<file path="config.mk">
export PLATFORM = sky130hd
export DESIGN_NAME = ptw_two_level
export DESIGN_NICKNAME = d
export VERILOG_FILES = /design/src/rtl/ptw_pkg.sv /design/src/rtl/ptw_idx_addr.sv /design/src/rtl/ptw_paddr_join.sv /design/src/rtl/ptw_two_level.sv
export SDC_FILE = /design/constraint.sdc
export NUM_CORES = 1
export LEC_CHECK = 0
export ABC_AREA = 0
export BUFFER_PORTS_ARGS = -buffer_cell sky130_fd_sc_hd__buf_4
export CAP_MARGIN = 10
export CELL_PAD_IN_SITES_DETAIL_PLACEMENT = 0
export CELL_PAD_IN_SITES_GLOBAL_PLACEMENT = 2
export CORE_MARGIN = 2
export CORE_UTILIZATION = 30
export DETAILED_ROUTE_END_ITERATION = 10
export PLACE_DENSITY_LB_ADDON = 0.25
export SKIP_LAST_GASP = 1
export SLEW_MARGIN = 20
export SYNTH_ARGS = -nofsm -noshare
export SYNTH_HDL_FRONTEND = slang
export SYNTH_SLANG_ARGS = --single-unit
</file>
<file path="constraint.sdc">
create_clock -name clk -period 3.8 [get_ports clk]
set_input_delay 0.76 -clock clk [delete_from_list [all_inputs] [get_ports clk]]
set_output_delay 0.76 -clock clk [all_outputs]
set_load 0.1 [all_outputs]
</file>
<file path="src/rtl/ptw_pkg.sv">
package ptw_pkg;
    typedef enum logic [2:0] {
        ST_IDLE    = 3'd0,
        ST_L1_REQ  = 3'd1,
        ST_L1_WAIT = 3'd2,
        ST_L2_REQ  = 3'd3,
        ST_L2_WAIT = 3'd4,
        ST_RESP    = 3'd5
    } walk_st_e;

    localparam int ENTRY_PRESENT_BIT = 0;
endpackage

</file>
<file path="src/rtl/ptw_idx_addr.sv">
module ptw_idx_addr #(
    parameter int FRAME_W = 20,
    parameter int IDX_W   = 10
) (
    input  logic [FRAME_W-1:0]       base_frame,
    input  logic [IDX_W-1:0]         index,
    output logic [FRAME_W+IDX_W-1:0] word_addr
);
    always_comb begin
        word_addr = {base_frame, index};
    end
endmodule

</file>
<file path="src/rtl/ptw_paddr_join.sv">
module ptw_paddr_join #(
    parameter int FRAME_W = 20,
    parameter int OFF_W   = 12
) (
    input  logic [FRAME_W-1:0]       frame,
    input  logic [OFF_W-1:0]         offset,
    output logic [FRAME_W+OFF_W-1:0] paddr
);
    always_comb begin
        paddr = {frame, offset};
    end
endmodule

</file>
<file path="src/rtl/ptw_two_level.sv">
module ptw_two_level #(
    parameter int IDX_W = 10,
    parameter int OFF_W = 12,
    localparam int VA_W    = 2 * IDX_W + OFF_W,
    localparam int FRAME_W = VA_W - OFF_W,
    localparam int MEM_AW  = FRAME_W + IDX_W
) (
    input  logic               clk,
    input  logic               rst_n,
    input  logic               req_valid,
    output logic               req_ready,
    input  logic [VA_W-1:0]    req_vaddr,
    input  logic [FRAME_W-1:0] req_root,
    output logic               busy,
    output logic               mem_req_valid,
    input  logic               mem_req_ready,
    output logic [MEM_AW-1:0]  mem_req_addr,
    input  logic               mem_rsp_valid,
    input  logic [VA_W-1:0]    mem_rsp_data,
    output logic               resp_valid,
    output logic               resp_fault,
    output logic               resp_fault_level,
    output logic [VA_W-1:0]    resp_pte,
    output logic [VA_W-1:0]    resp_paddr,
    output logic [VA_W-1:0]    resp_vaddr
);
    import ptw_pkg::*;

    typedef struct packed {
        walk_st_e           st;
        logic [VA_W-1:0]    va;
        logic [FRAME_W-1:0] root;
        logic [FRAME_W-1:0] sbase;
        logic [VA_W-1:0]    pte;
        logic               fault;
        logic               lvl;
    } walk_s;

    walk_s q, d;

    logic [FRAME_W-1:0] lvl_base [2];
    logic [MEM_AW-1:0]  lvl_addr [2];
    logic               rsp_present;

    assign lvl_base[0] = q.root;
    assign lvl_base[1] = q.sbase;
    assign rsp_present = mem_rsp_data[ENTRY_PRESENT_BIT];

    for (genvar g = 0; g < 2; g++) begin : g_level
        ptw_idx_addr #(
            .FRAME_W(FRAME_W),
            .IDX_W  (IDX_W)
        ) i_idx_addr (
            .base_frame(lvl_base[g]),
            .index     (q.va[VA_W-1-g*IDX_W -: IDX_W]),
            .word_addr (lvl_addr[g])
        );
    end

    ptw_paddr_join #(
        .FRAME_W(FRAME_W),
        .OFF_W  (OFF_W)
    ) i_paddr_join (
        .frame (q.pte[VA_W-1:OFF_W]),
        .offset(q.va[OFF_W-1:0]),
        .paddr (resp_paddr)
    );

    always_comb begin
        d = q;
        case (q.st)
            ST_IDLE: begin
                if (req_valid) begin
                    d.st    = ST_L1_REQ;
                    d.va    = req_vaddr;
                    d.root  = req_root;
                    d.pte   = '0;
                    d.fault = 1'b0;
                    d.lvl   = 1'b0;
                end
            end
            ST_L1_REQ: begin
                if (mem_req_ready) d.st = ST_L1_WAIT;
            end
            ST_L1_WAIT: begin
                if (mem_rsp_valid) begin
                    if (rsp_present) begin
                        d.sbase = mem_rsp_data[VA_W-1:OFF_W];
                        d.st    = ST_L2_REQ;
                    end else begin
                        d.pte   = mem_rsp_data;
                        d.fault = 1'b1;
                        d.lvl   = 1'b0;
                        d.st    = ST_RESP;
                    end
                end
            end
            ST_L2_REQ: begin
                if (mem_req_ready) d.st = ST_L2_WAIT;
            end
            ST_L2_WAIT: begin
                if (mem_rsp_valid) begin
                    d.pte   = mem_rsp_data;
                    d.fault = !rsp_present;
                    d.lvl   = 1'b1;
                    d.st    = ST_RESP;
                end
            end
            ST_RESP: d.st = ST_IDLE;
            default: d.st = ST_IDLE;
        endcase
    end

    always_ff @(posedge clk) begin
        if (!rst_n) begin
            q <= '0;
        end else begin
            q <= d;
        end
    end

    assign req_ready        = (q.st == ST_IDLE);
    assign busy             = (q.st != ST_IDLE);
    assign mem_req_valid    = (q.st == ST_L1_REQ) || (q.st == ST_L2_REQ);
    assign mem_req_addr     = (q.st == ST_L2_REQ) ? lvl_addr[1] : lvl_addr[0];
    assign resp_valid       = (q.st == ST_RESP);
    assign resp_fault       = q.fault;
    assign resp_fault_level = q.lvl;
    assign resp_pte         = q.pte;
    assign resp_vaddr       = q.va;

    // an idle walker drives no request and no response
    p_idle_quiet_r1: assert property (@(posedge clk) disable iff (!rst_n)
        !busy |-> (!mem_req_valid && !resp_valid));

    // an absent top entry ends the walk at level 0 with no further read
    p_l1_fault_no_l2_r3: assert property (@(posedge clk) disable iff (!rst_n)
        (q.st == ST_L1_WAIT && mem_rsp_valid && !mem_rsp_data[0])
        |=> (resp_valid && resp_fault && !resp_fault_level && !mem_req_valid));

    // the leaf read uses the frame taken from the top entry
    p_l2_addr_r4: assert property (@(posedge clk) disable iff (!rst_n)
        (q.st == ST_L1_WAIT && mem_rsp_valid && mem_rsp_data[0])
        |=> (mem_req_valid
             && mem_req_addr[MEM_AW-1:IDX_W] == $past(mem_rsp_data[VA_W-1:OFF_W])
             && mem_req_addr[IDX_W-1:0] == resp_vaddr[OFF_W+IDX_W-1:OFF_W]));

    // a successful walk returns a present leaf whose frame forms the address
    p_ok_join_r6: assert property (@(posedge clk) disable iff (!rst_n)
        (resp_valid && !resp_fault)
        |-> (resp_pte[0] && resp_paddr[VA_W-1:OFF_W] == resp_pte[VA_W-1:OFF_W]));

    // a stalled memory request holds its address
    p_req_hold_r7: assert property (@(posedge clk) disable iff (!rst_n)
        (mem_req_valid && !mem_req_ready) |=> (mem_req_valid && $stable(mem_req_addr)));

    // no acceptance while a walk is in progress
    p_busy_block_r8: assert property (@(posedge clk) disable iff (!rst_n)
        busy |-> !req_ready);
endmodule

</file>
==> reports/results.ini <==
[grt]
global_route.usage.total_pct = 15.2
grt_pass1_vias = 4296
antenna_found_initial = 0
use_met3_pct = 4.89
use_met1_pct = 17.8
overflow = 0
grt.busiest_layer = met2
grt_pass1_wl_um = 23600
grt_max_degree = 59
grtUsageMet2_pct = 26.7

[setup_path]
path_cells = nor2b_1 > nand2_1 > buf_4 > mux2_2 > buf_4
r2r_slack_ns = 1.84
path_buf_inv = 2
r2r_cells = 3
path_max_fanout = 30
arrival_ns = 2.34
slowest_stage = dfxtp_1
rr_startpoint = q[107]
cp-end-kind = output pin
path_common_cell = buf_4
cp_slowest_stage_delay_ns = 0.71
timing.rr.end = lvl_base[14]
crit_type = register to output pin
critical-path-top-delay-family = flip-flops
worst_setup_path_start_kind = register
cp.required_ns = 3.04

[min_path]
hold_depth = 2
min_from = resp_pte[3]
hold_path.class = register to register
holdPathEnd = resp_pte[3]

[logic_synthesis]
synthCells = 633
synth_area_mm2 = 0.00558
ys_ff_latch = 109
synthTopCellsByArea = dfxtp_1, buf_4, nand2_1
synth.distinct_cells = 35
yosysSeqAreaShare_pct = 39.1
yosys.area.top_type_share_pct = 39.1
synthArstFlopShare_pct = 0
yosysWarnings = 0
avgSynthCellArea_um2 = 8.82
yosys.area.top_type = dfxtp_1
yosysMostFrequentCell = nand2_1
syn-num-nets = 722
ys.flop_type = dfxtp_1
synth_edf_count = 0
ys_top_cells_by_count = nand2_1, dfxtp_1, buf_4

[timing]
fmax_mhz = 322
relSlewSlack_pct = 57.0
fin_crit_sh_pct = 81.6
slew_viol_final = 0
final_hold_viol_count = 0
setup_violations = 0
final.min_clock_period_ns = 3.10
fin_skew_ns = 0.0116
tightest_slew_ns = 0.646
setup_tns_ns = 0
rsz0062_at_grt = no

[clocking]
cts_resized = 0
clock_latency_ns = 0.36
clockBufferDepth = 2
cts_sinks = 109
clockRootBuffer = clkbuf_16
post-cts-setup-buffers = 0
cts_buffers = 9
hold_buffers = 0
htreeDepth = 3
cts_tree = yes
clk_pin_slew_ns = 0.07

[drt]
post_drt_wl_per_cell_um = 16.1
drtIter0Drc = 180
drc = 0
dr_total_vias = 4366
antenna_left = 0
wl_um = 15500
avgViaCountPerCell = 4.55
first_pass_iters = 4

[floorplan]
fp-row-count = 49
dieArea_mm2 = 0.0197
io_pins = 221
die_height_um = 140
core_area_mm2 = 0.0181
initial_core_util_pct = 30.9
die_x_um = 140

[layout]
diodes = 0
nets = 814
drive_gt1_share_pct = 38.5
syn2layout_area_growth_pct = 23.6
multiInputGateArea_mm2 = 0.00243
final_util_pct = 38.1
seqCellArea_mm2 = 0.00218
num-fill-cells = 1896

[pwr]
ir_drop_mv = 0.220
pwr_density_cell_mw_per_mm2 = 463
p_leak_uw = 0.00318

[placed_design]
routabilityCongestion = 0.753
portBuffers = 220
dp_hpwl_um = 10900

[flow_run]
drv_cap = 0

[status]
status = completed

logic make-up (layout without fill, tap and decap cells):
logic type      count (synthesis)  in the layout  share of synthesized area [%]
compound gates                100            100                           13.3
xor+xnor                        1              1                          0.157
buf+inv                       146            243                           17.7
flops                         109            109                           39.1
mux                            64             64                           12.2
simple gates                  213            213                           17.6
tightest hold or removal path: stages, from the launching register on:
cell and delay [ns]:
dfxtp_1 0.31, nand2_1 0.05, mux2i_1 0.05
layer usage:
metal  part of all wire [%]  wire [um]
met1                     41       6350
met4                    1.5        233
met2                     51       7950
met5                      0          0
met3                    6.2        955
area by class of cell:
| class | count | area share (%) |
|---|---|---|
| Clock buffer | 9 | 3.26 |
| Clock inverter | 7 | 1.09 |
| Inverter | 1 | 0.0544 |
| Multi-Input combinational cell | 378 | 35.2 |
| Sequential cell | 109 | 31.6 |
| Tap cell | 229 | 4.15 |
| Timing Repair Buffer | 226 | 24.6 |
how the worst max path moves through the flow:
stage            from                to  cells after the start
2_1_floorplan  q[108]              busy                      4
3_3_place_gp   q[108]  mem_req_addr[15]                      5
3_5_place_dp   q[108]  mem_req_addr[26]                      5
4_1_cts        q[108]  mem_req_addr[26]                      5
5_1_grt        q[108]   mem_req_addr[0]                      5
6_report       q[108]  mem_req_addr[16]                      5
through the flow:
stage	area, um^2	total power (uW)	setup WS, ns	hold slack (ns)	cells
2_1_floorplan	5590	2090	0.331	0.432	633
3_3_place_gp	6600	2250	1.20	0.444	943
3_5_place_dp	6600	2260	1.09	0.453	943
4_1_cts	6900	3250	0.689	0.464	959
5_1_grt	6900	3340	0.530	0.481	959
6_report	6900	3200	0.699	0.461	959
registers in the layout, indices dropped and copies added (netlist names):
signal	count
q	3
resp_vaddr	32
lvl_base	40
resp_pte	32
resp_fault	1
resp_fault_level	1
cell usage in the layout (no fill, tap or decap), types with 2 or more instances in the layout:
cell and n:
a21oi_1 3, mux2i_1 34, buf_4 226, nand3b_1 2, clkinvlp_4 3, dfxtp_1 109, a21boi_1 17, nand3_1 33
and3_1 20, nand2b_1 2, o21a_1 21, mux2_2 30, nand2_1 141, nor3b_1 2, a21boi_0 56, nor2b_1 2
clkbuf_16 9
power breakdown:
group / leakage, uW / total [uW] / internal [uW] / switching, uW
clock: 0.000138 / 970 / 514 / 455
combinational: 0.00216 / 983 / 246 / 738
sequential: 0.000886 / 1240 / 1190 / 48.7
No activity file was read; power rests on OpenSTA's default activity.
